<file path="src/rtl/occupancy_fetch_arbiter.sv">
module occupancy_fetch_arbiter #(
  parameter int THREADS = 4,
  parameter int CNT_W   = 6
) (
  input  logic                     clk,
  input  logic                     rst_n,
  input  logic [THREADS-1:0]       fetch_inc,
  input  logic [THREADS-1:0]       fetch_dec,
  input  logic [THREADS-1:0]       thr_active,
  input  logic [THREADS-1:0]       thr_stall,
  input  logic [THREADS*CNT_W-1:0] thr_cap,
  output logic [THREADS-1:0]       grant,
  output logic [THREADS*CNT_W-1:0] occupancy
);
  localparam int PTR_W = (THREADS > 1) ? $clog2(THREADS) : 1;
  localparam logic [CNT_W-1:0] CNT_MAX = '1;
  localparam logic [PTR_W-1:0] LAST = PTR_W'(THREADS - 1);

  logic [CNT_W-1:0] cnt_q [THREADS];
  logic [THREADS-1:0] elig;
  logic [PTR_W-1:0] rr_q, pick;
  logic [CNT_W-1:0] best;
  logic found;

  for (genvar t = 0; t < THREADS; t++) begin : g_thr
    assign elig[t] = thr_active[t] & ~thr_stall[t] & (cnt_q[t] < thr_cap[t*CNT_W +: CNT_W]);
    assign occupancy[t*CNT_W +: CNT_W] = cnt_q[t];

    always_ff @(posedge clk) begin
      if (!rst_n) cnt_q[t] <= '0;
      else begin
        case ({fetch_inc[t], fetch_dec[t]})
          2'b10: if (cnt_q[t] != CNT_MAX) cnt_q[t] <= cnt_q[t] + 1'b1;
          2'b01: if (cnt_q[t] != '0) cnt_q[t] <= cnt_q[t] - 1'b1;
          default: ;
        endcase
      end
    end

    p_inc_r2: assert property (@(posedge clk) disable iff (!rst_n)
      fetch_inc[t] && !fetch_dec[t] && occupancy[t*CNT_W +: CNT_W] != CNT_MAX
      |=> occupancy[t*CNT_W +: CNT_W] == $past(occupancy[t*CNT_W +: CNT_W]) + 1'b1);
    p_both_r2: assert property (@(posedge clk) disable iff (!rst_n)
      fetch_inc[t] == fetch_dec[t] |=> $stable(occupancy[t*CNT_W +: CNT_W]));
    p_ceiling_r3: assert property (@(posedge clk) disable iff (!rst_n)
      fetch_inc[t] && !fetch_dec[t] && occupancy[t*CNT_W +: CNT_W] == CNT_MAX
      |=> occupancy[t*CNT_W +: CNT_W] == CNT_MAX);
    p_floor_r3: assert property (@(posedge clk) disable iff (!rst_n)
      fetch_dec[t] && !fetch_inc[t] && occupancy[t*CNT_W +: CNT_W] == '0
      |=> occupancy[t*CNT_W +: CNT_W] == '0);
    p_grant_ok_r4: assert property (@(posedge clk) disable iff (!rst_n)
      grant[t] |-> thr_active[t] && !thr_stall[t]
      && occupancy[t*CNT_W +: CNT_W] < thr_cap[t*CNT_W +: CNT_W]);
    for (genvar j = 0; j < THREADS; j++) begin : g_cmp
      p_min_r5: assert property (@(posedge clk) disable iff (!rst_n)
        grant[t] && thr_active[j] && !thr_stall[j]
        && occupancy[j*CNT_W +: CNT_W] < thr_cap[j*CNT_W +: CNT_W]
        |-> occupancy[t*CNT_W +: CNT_W] <= occupancy[j*CNT_W +: CNT_W]);
    end
  end

  always_comb begin
    found = 1'b0;
    pick  = '0;
    best  = '0;
    for (int k = 0; k < THREADS; k++) begin
      logic [PTR_W:0] wide;
      logic [PTR_W-1:0] idx;
      wide = {1'b0, rr_q} + (PTR_W+1)'(k);
      if (wide >= (PTR_W+1)'(THREADS)) wide = wide - (PTR_W+1)'(THREADS);
      idx = wide[PTR_W-1:0];
      if (elig[idx] && (!found || cnt_q[idx] < best)) begin
        found = 1'b1;
        best  = cnt_q[idx];
        pick  = idx;
      end
    end
  end

  assign grant = found ? (THREADS'(1) << pick) : '0;

  always_ff @(posedge clk) begin
    if (!rst_n) rr_q <= '0;
    else if (found) rr_q <= (pick == LAST) ? '0 : pick + 1'b1;
  end

  p_onehot_r8: assert property (@(posedge clk) disable iff (!rst_n) $onehot0(grant));
  p_none_r8: assert property (@(posedge clk) disable iff (!rst_n)
    (|(thr_active & ~thr_stall)) == 1'b0 |-> grant == '0);
  p_ptr_hold_r7: assert property (@(posedge clk) disable iff (!rst_n)
    grant == '0 |=> $stable(rr_q));
endmodule

</file>
<file path="config.mk">
export PLATFORM = sky130hd
export DESIGN_NAME = occupancy_fetch_arbiter
export DESIGN_NICKNAME = d
export VERILOG_FILES = /design/src/rtl/occupancy_fetch_arbiter.sv
export SDC_FILE = /design/constraint.sdc
export NUM_CORES = 1
export LEC_CHECK = 0
export BUFFER_PORTS_ARGS = -buffer_cell sky130_fd_sc_hd__buf_2
export CORE_MARGIN = 2
export CORE_UTILIZATION = 42
export CTS_CLUSTER_DIAMETER = 50
export DETAILED_ROUTE_END_ITERATION = 16
export GPL_TIMING_DRIVEN = 0
export PLACE_DENSITY = 0.73
export SLEW_MARGIN = 15
export SYNTH_ARGS = -nofsm -noshare
export SYNTH_HDL_FRONTEND = slang
export SYNTH_SLANG_ARGS = --single-unit
</file>
<file path="constraint.sdc">
create_clock -name clk -period 35 [get_ports clk]
set_input_delay 7 -clock clk [delete_from_list [all_inputs] [get_ports clk]]
set_output_delay 7 -clock clk [all_outputs]
set_load 0.05 [all_outputs]
</file>
==> flow_summary_export.csv, run 1 <==
group,metric,value,unit
floorplanning,die_h,104,µm
grt,grt_pass1_vias,4101,
clock_network,cts_root_buf,"clkbuf_8",
timing,setup_viol,0,
setup_path,crit_fanout,10,
clock_network,clkSinkCount,28,
setup_path,cp-end-kind,"output port",
power,clkPwrFrac,0.087,
grt,gr-total-overflow,0,
placed_design,dpl_worst_slack,12490,ps
grt,grt_pass1_wl,19400,µm
synthesis,synthArstFlopShare,0,
power,p_int,0.148,mW
clock_network,clk_latency,280,ps
floorplanning,num_rows,36,
synthesis,synth-seq-cells,28,
clock_network,cts_buffer_depth,2,
timing,worst_slew_pin_slew,861,ps
synthesis,synth_area_leader_cell,"edfxtp_1",
power,switching_share,0.515,
setup_path,crit_top_cell,"a21oi_1",
timing,fin_crit,22580,ps
clock_network,h-tree-depth,1,
timing,relSlewSlack,0.422,
route,vias,4156,
setup_path,r2r-start,"cnt_q[2][3]",
placed_design,dp_hpwl,9270,µm
route,wl,11700,µm
floorplanning,die-width,104,µm
setup_path,rrSetupSlack,25920,ps
setup_path,cpLargestDelayFamily,"compound AO/OA/AOI/OAI gates",
setup_path,rr_worst_depth,37,
timing,whs,782,ps
clock_network,clkTransAtPathRegs,100,ps
synthesis,synth_xor_area_frac,0.0125,
worst_hold_path,min_path_type,"flip-flop to flip-flop",
timing,timing.final.crit_share,0.645,
timing,maxSlewViolCount,0,
floorplanning,dieArea,0.0108,mm²
grt,grt.total_usage,0.215,
final_layout,drive_above_1_share,0.238,
synthesis,synth_seq_area_share,0.190,
placed_design,io_buffers,69,
synthesis,synthSimpleGateAreaFrac,0.157,
status,status,"finished clean",
floorplanning,io-pin-count,70,
synthesis,synth_compound_area_frac,0.243,
synthesis,synth.mux.area_fraction,0.165,
clock_network,holdBufCountCts,0,
power,p_sw,0.158,mW
worst_hold_path,min_to,"cnt_q[0][0]",
floorplanning,core,0.00977,mm²
timing,finalClockSkew,2.48,ps
synthesis,synthesis.area,0.00421,mm²
synthesis,synth_top_area_frac,0.171,
power,power_frac_comb,0.738,
worst_hold_path,holdPathStages,2,
timing,hold_violations,0,
power,vdd_drop_max,0.0326,mV
timing,setup_ws,12420,ps
clock_network,cts_setup_buffers,0,
synthesis,synth_top_family_by_area,"compound AO/OA/AOI/OAI gates",
synthesis,synth.avg_cell_area,8.91,µm²
power,leakage,2.07,nW
grt,antenna_found_initial,0,
route,ant_nets,0,
final_layout,fin_util,0.491,
final_layout,nets,642,
timing,rsz0062_at_grt,"no",
synthesis,ys_top_cells_by_area,"edfxtp_1, ha_1, mux4_2",
setup_path,startpoint_type,"input port",
floorplanning,start_util,0.431,
setup_path,cp_data_required_time,28000,ps
synthesis,synth_cell_types,67,
route,viasPerCell,6.12,
timing,fmax,44.3,MHz
setup_path,crit_path_start,"thr_cap[21]",
grt,grt_max_degree,17,
synthesis,synthAdderAreaFrac,0.159,
route,drc,0,
final_layout,syn_to_final_growth,13.8,%
worst_hold_path,worstHoldStart,"cnt_q[0][0]",
setup_path,cp.buffers_inverters,5,
clock_network,cts_buffers,3,
setup_path,crit_type,"input port to output port",
setup_path,slowest_delay,480,ps
power,p_per_area,63.8,mW/mm²
setup_path,cpMaxStageDelayCell,"o41ai_4",
synthesis,syn_nets,568,
placed_design,place.gp.congestion,0.953,
route,first_pass_iters,6,
clock_network,cts_tree,"done",
setup_path,critPathArrivalTime,15580,ps
final_layout,antenna_cells,0,
clock_network,ctsResizeCount,0,
synthesis,synth_ff_type,"edfxtp_1",
power,power.share.sequential,0.175,
synthesis,syn_inst,473,
timing,fin_setup_tns,0,ps
final_layout,fill_cells,956,
synthesis,yosysWarnings,0,
synthesis,synth-edff-count,24,
route,drt-initial-drc-count,414,
flow_run,cap_viol_max_count,0,
route,post_drt_wl_per_cell,17.2,µm
power,total_power,0.306,mW
[placed cells by master, fill, tap and decap left out, types with 4 or more instances in the layout]
cell	n
nor2_1	46
nor2b_1	8
a21o_1	5
a211oi_1	6
o21ai_1	5
mux4_2	25
o22a_1	5
mux2i_1	10
nor3_1	10
nand2_1	39
clkbuf_1	17
a311oi_1	5
nand3_1	8
a21oi_1	37
edfxtp_1	24
o21bai_1	5
inv_1	44
dfxtp_1	4
buf_6	5
o21a_1	5
ha_1	52
o211ai_1	6
a211oi_2	4
and3_1	4
a221oi_1	8
o21ai_0	17
nor3b_2	4
buf_2	71
[worst register-to-register path, delay by kind of cell, from the launching register on]
kind            cells  cell delay [ps]
compound gates     19             4630
fa+ha+maj           5             1520
simple gates        9             1300
buf+inv             2              640
flops               1              580
mux                 2              330
[state kept, by name, summed over array words and instances, names as in the netlist, named ones only]
name / count
rr_q: 2
cnt_q: 24
[power groups by stage]
stage | Sequential (mW) | Combinational, mW | Clock, mW
CTS | 0.0533 | 0.225 | 0.0268
global placement | 0.0539 | 0.216 | 0
global route | 0.0545 | 0.250 | 0.0279
finish | 0.0536 | 0.226 | 0.0266
detailed placement | 0.0542 | 0.224 | 0
floorplan | 0.0666 | 0.162 | 0
[routing by layer]
layer,up-vias,GRT usage,share of wire
li1,1932,-,-
met1,1982,0.282,0.42
met2,214,0.373,0.49
met3,28,0.0138,0.072
met4,0,0.0782,0.024
met5,-,0,0
[how the worst max path moves through the flow]
| stage | slack [ps] | depth (start not counted) | to |
|---|---|---|---|
| final | 12420 | 39 | grant[1] |
| after global routing | 11720 | 40 | grant[1] |
| after CTS | 12480 | 39 | grant[1] |
| after detailed placement | 12490 | 39 | grant[1] |
| after global placement | 12620 | 39 | grant[1] |
| after floorplan | 13500 | 37 | grant[0] |
[Yosys cell counts, types with 2 or more instances]
master and count:
o31a_1 2, buf_1 2, mux2i_1 10, nand2_1 39, o22ai_1 3, a31oi_1 2
inv_1 44, buf_6 5, and4_1 2, a211oi_1 6, nand4_1 3, mux4_2 25
a21oi_2 3, o22a_1 5, mux2_2 3, nor2_1 46, and2_1 3, nor4_1 3
o21bai_1 5, o21a_1 5, nor2b_1 8, o21ai_0 17, nor3b_2 4, clkbuf_1 17
xnor2_1 3, a211oi_2 4, a21o_1 5, o211a_1 2, ha_1 52, nor3b_1 3
nor3_1 10, a21oi_1 37, edfxtp_1 24, buf_2 2, o21ai_1 5, dfxtp_1 4
xor2_1 3, and3_1 4, a311oi_1 5, nand3_1 8, a221oi_1 8, a22oi_1 2
o211ai_1 6
[cell families (layout without fill, tap and decap cells)]
group / count (synthesis) / after routing
buf+inv: 71 / 144
fa+ha+maj: 53 / 53
mux: 38 / 38
xor+xnor: 6 / 6
simple gates: 137 / 137
flops: 28 / 28
compound gates: 140 / 140
[layout make-up]
cell class,instances,area (µm²),share of cell area
Buffer,26,138,0.0287
Clock buffer,3,41.3,0.00861
Clock inverter,1,30.0,0.00626
Inverter,45,169,0.0352
Multi-Input combinational cell,374,3110,0.648
Sequential cell,28,801,0.167
Tap cell,133,166,0.0347
Timing Repair Buffer,69,345,0.0720
[metrics by stage]
step           cells  cell area [µm²]
2_1_floorplan    473             4210
3_3_place_gp     675             4720
3_5_place_dp     675             4720
4_1_cts          679             4800
5_1_grt          679             4800
6_report         679             4800
Power figures use the tool's default switching activity.
==> run 2, diff against run 1 <==
Settings changed: PLACE_DENSITY 0.73 to 0.76.
Clock period 35 ns to 18.45 ns, I/O delays scaled along.
==> flow_summary_export.csv, run 2 (synthesis results as in run 1) <==
group,metric,value,unit
setup_path,cpMaxStageDelayCell,"o41ai_4",
placed_design,dp_cells,675,
setup_path,crit_type,"input port to output port",
route,viasPerCell,6.08,
power,p_per_area,121,mW/mm²
route,wl,11600,µm
floorplanning,die-width,104,µm
route,drt-initial-drc-count,443,
floorplanning,core,0.00977,mm²
setup_path,crit_fanout,10,
final_layout,drive_above_1_share,0.238,
route,post_drt_wl_per_cell,17.1,µm
placed_design,place.gp.congestion,0.939,
timing,fin_crit,16100,ps
final_layout,antenna_cells,0,
placed_design,dp_hpwl,9280,µm
setup_path,rrSetupSlack,9250,ps
setup_path,crit_path_start,"thr_cap[21]",
final_layout,largest_reg_flops,24,
worst_hold_path,min_path_type,"flip-flop to flip-flop",
timing,rsz0062_at_grt,"no",
final_layout,syn_to_final_growth,13.8,%
clock_network,clkTransAtPathRegs,100,ps
flow_run,cap_viol_max_count,0,
route,wl_met1,4790,µm
route,ant_nets,0,
clock_network,clk_latency,280,ps
timing,relSlewSlack,0.409,
route,routed.top_layer,"met4",
grt,grt.total_usage,0.211,
grt,grt_max_degree,17,
timing,setup_viol,0,
setup_path,cp_data_required_time,14760,ps
setup_path,slowest_delay,480,ps
final_layout,mostFrequentLayoutCell,"buf_2",
floorplanning,start_util,0.431,
route,wl_met2,5470,µm
status,status,"finished clean",
power,vdd_drop_max,0.0659,mV
timing,setup_ws,2350,ps
clock_network,ctsResizeCount,0,
route,vias,4129,
floorplanning,io-pin-count,70,
floorplanning,die_h,104,µm
floorplanning,dieArea,0.0108,mm²
clock_network,cts_buffers,3,
final_layout,mostFrequentLayoutCells,"buf_2, ha_1, nor2_1, inv_1, nand2_1",
placed_design,dpl_worst_slack,2520,ps
final_layout,nets,642,
floorplanning,num_rows,36,
clock_network,h-tree-depth,1,
placed_design,io_buffers,69,
clock_network,cts_root_buf,"clkbuf_8",
setup_path,cp-end-kind,"output port",
grt,gr-total-overflow,0,
grt,antenna_found_initial,0,
final_layout,top_regs,"cnt_q (24), rr_q (2)",
timing,fin_setup_tns,0,ps
timing,maxSlewViolCount,0,
final_layout,stdcell_count,679,
grt,grt_pass1_vias,3911,
setup_path,startpoint_type,"input port",
timing,worst_slew_pin_slew,881,ps
timing,hold_violations,0,
route,drc,0,
timing,timing.final.crit_share,0.872,
power,leakage,2.07,nW
grt,grt_pass1_wl,19000,µm
setup_path,critPathArrivalTime,12410,ps
route,wl_met3,1010,µm
clock_network,cts_buffer_depth,2,
clock_network,cts_setup_buffers,0,
clock_network,cts_tree,"done",
final_layout,regMostFlops,"cnt_q",
setup_path,r2r-start,"cnt_q[2][3]",
clock_network,clkSinkCount,28,
setup_path,crit_top_cell,"a21oi_1",
timing,finalClockSkew,1.60,ps
timing,fmax,62.1,MHz
worst_hold_path,worstHoldStart,"cnt_q[3][0]",
clock_network,holdBufCountCts,0,
final_layout,fill_cells,951,
route,first_pass_iters,5,
[run 2: metrics by stage]
step / util / total power, mW / hold slack [ps] / cell area [µm²]
after detailed placement: 0.483 / 0.527 / 751 / 4720
after global routing: 0.491 / 0.628 / 801 / 4800
after floorplan: - / 0.433 / 930 / 4210
final: 0.491 / 0.581 / 766 / 4800
after CTS: 0.491 / 0.578 / 767 / 4800
after global placement: 0.483 / 0.510 / 732 / 4720
[run 2: power breakdown]
group,switching (mW),leakage [nW],internal (mW)
logic,0.260,1.75,0.169
clock network,0.0214,0.0357,0.0291
registers,0.0181,0.290,0.0838
total,0.300,2.07,0.282
[run 2: path summary, 6_finish.rpt]
kind                       to  cells after the start
setup / recovery     grant[1]                     40
hold reg to reg   cnt_q[3][0]                      2
hold / removal    cnt_q[3][0]                      2
setup reg to reg    flip-flop                     38
[run 2: critical path, delay by kind of cell]
kind,cells,cell delay [ps]
AOI/OAI and AO/OA,19,4550
and+or+nand+nor,10,1530
adders and majority gates,5,1360
buffers and inverters,5,960
muxes,1,280
[run 2: layout make-up]
type	count	area (µm²)	share of cell area
Inverter	45	169	0.0352
Clock inverter	1	30.0	0.00626
Buffer	26	138	0.0287
Multi-Input combinational cell	374	3110	0.648
Tap cell	133	166	0.0347
Sequential cell	28	801	0.167
Timing Repair Buffer	69	345	0.0720
Clock buffer	3	41.3	0.00861
[run 2: routing by layer]
metal	up-vias	global-route usage
met1	1908	0.273
met2	243	0.351
met5	-	0
li1	1938	-
met3	40	0.0301
met4	0	0.0907
==> run 3, diff against run 2 <==
Settings changed: REMOVE_ABC_BUFFERS from default to 1.
==> flow_summary_export.csv, run 3 (synthesis results as in run 1) <==
group,metric,value,unit
status,status,"finished clean",
floorplanning,die_h,104,µm
setup_path,slowest_delay,820,ps
timing,finalClockSkew,1.90,ps
route,viasPerCell,6.02,
final_layout,largest_reg_flops,24,
final_layout,nets,616,
flow_run,cap_viol_max_count,0,
final_layout,regMostFlops,"cnt_q",
floorplanning,io-pin-count,70,
timing,maxSlewViolCount,0,
setup_path,startpoint_type,"input port",
final_layout,stdcell_area,0.00463,mm²
worst_hold_path,min_path_type,"flip-flop to flip-flop",
power,p_per_area,119,mW/mm²
timing,fin_setup_tns,0,ps
floorplanning,start_util,0.431,
setup_path,crit_top_cell,"a21oi_1",
power,leakage,2.00,nW
clock_network,ctsResizeCount,0,
clock_network,clkSinkCount,28,
timing,worst_slew_pin_slew,989,ps
final_layout,fill_cells,917,
timing,rsz0062_at_grt,"no",
clock_network,cts_buffer_depth,2,
timing,whs,800,ps
final_layout,fin_util,0.474,
setup_path,crit_fanout,14,
clock_network,clkTransAtPathRegs,90,ps
grt,grt_pass1_wl,18600,µm
timing,setup_viol,0,
grt,gr-total-overflow,0,
grt,grt_max_degree,29,
timing,fin_crit,16110,ps
route,post_drt_wl_per_cell,17.0,µm
route,drc,0,
floorplanning,dieArea,0.0108,mm²
clock_network,clk_latency,280,ps
placed_design,dp_hpwl,8460,µm
final_layout,antenna_cells,0,
clock_network,h-tree-depth,1,
setup_path,cpMaxStageDelayCell,"o21bai_1",
setup_path,critPathArrivalTime,12420,ps
clock_network,holdBufCountCts,0,
timing,relSlewSlack,0.340,
grt,grt.total_usage,0.207,
route,ant_nets,0,
clock_network,cts_root_buf,"clkbuf_8",
grt,antenna_found_initial,0,
placed_design,io_buffers,69,
clock_network,cts_buffers,3,
setup_path,cp_data_required_time,14760,ps
timing,timing.final.crit_share,0.873,
clock_network,cts_setup_buffers,0,
route,vias,3933,
timing,fmax,62.1,MHz
floorplanning,core,0.00977,mm²
route,wl,11100,µm
setup_path,crit_type,"input port to output port",
final_layout,mostFrequentLayoutCell,"buf_2",
floorplanning,die-width,104,µm
route,first_pass_iters,5,
power,vdd_drop_max,0.0874,mV
floorplanning,num_rows,36,
placed_design,place.gp.congestion,0.903,
timing,hold_violations,0,
setup_path,cp-end-kind,"output port",
placed_design,post_dp_cell_area,0.00459,mm²
clock_network,cts_tree,"done",
grt,grt_pass1_vias,3875,
final_layout,syn_to_final_growth,10.0,%
final_layout,drive_above_1_share,0.238,
final_layout,mostFrequentLayoutCells,"buf_2, ha_1, nor2_1, inv_1, nand2_1",
route,drt-initial-drc-count,391,
final_layout,top_regs,"cnt_q (24), rr_q (2)",
==> run 3: cell count changes in the layout (fill, tap and decap cells not counted), sizes merged <==
cell	delta
buf	-9
bufinv	-1
clkbuf	-16
==> run 3: final timing paths <==
path | startpoint | endpoint | slack (ps) | cells after the start
worst min register to register | cnt_q[2][0] | cnt_q[2][0] | 800 | 1
worst min-delay path | cnt_q[2][0] | cnt_q[2][0] | 800 | 1
worst max register to register | cnt_q[3][3] | rr_q[1] | 9110 | 35
worst max-delay path | thr_cap[21] | grant[3] | 2340 | 37
==> run 3: layer usage <==
| metal | part of all wire | global-route usage | up-vias |
|---|---|---|---|
| li1 | - | - | 1884 |
| met1 | 0.42 | 0.262 | 1868 |
| met2 | 0.51 | 0.381 | 165 |
| met3 | 0.057 | 0.0163 | 16 |
| met4 | 0.014 | 0.0531 | 0 |
| met5 | 0 | 0 | - |
==> run 3: critical path: cells and delay by family <==
kind | cells | cell delay [ps]
AO/OA/AOI/OAI | 19 | 5320
adder cells (fa/ha/maj) | 5 | 1350
buffers and inverters | 3 | 340
multiplexers | 1 | 280
AND/OR/NAND/NOR | 9 | 1410
==> run 3: power by group <==
part | internal [mW] | total, mW | switching, mW
clock | 0.0155 | 0.0347 | 0.0192
sequential | 0.0843 | 0.136 | 0.0516
combinational | 0.160 | 0.380 | 0.220
==> run 3: cell type report <==
type,instances,area [µm²],area share
repair buffers,69,345,0.0745
inverters,45,169,0.0364
multi-input cells,374,3110,0.670
clock buffers,4,45.0,0.00972
well taps,133,166,0.0359
flip-flops and latches,28,803,0.173
==> run 3: per-stage QoR <==
step	power (mW)	setup slack [ps]	instances
floorplan	0.421	3560	447
global placement	0.498	2580	649
detailed placement	0.512	2470	649
CTS	0.550	2410	653
global route	0.598	1530	653
finish	0.551	2340	653
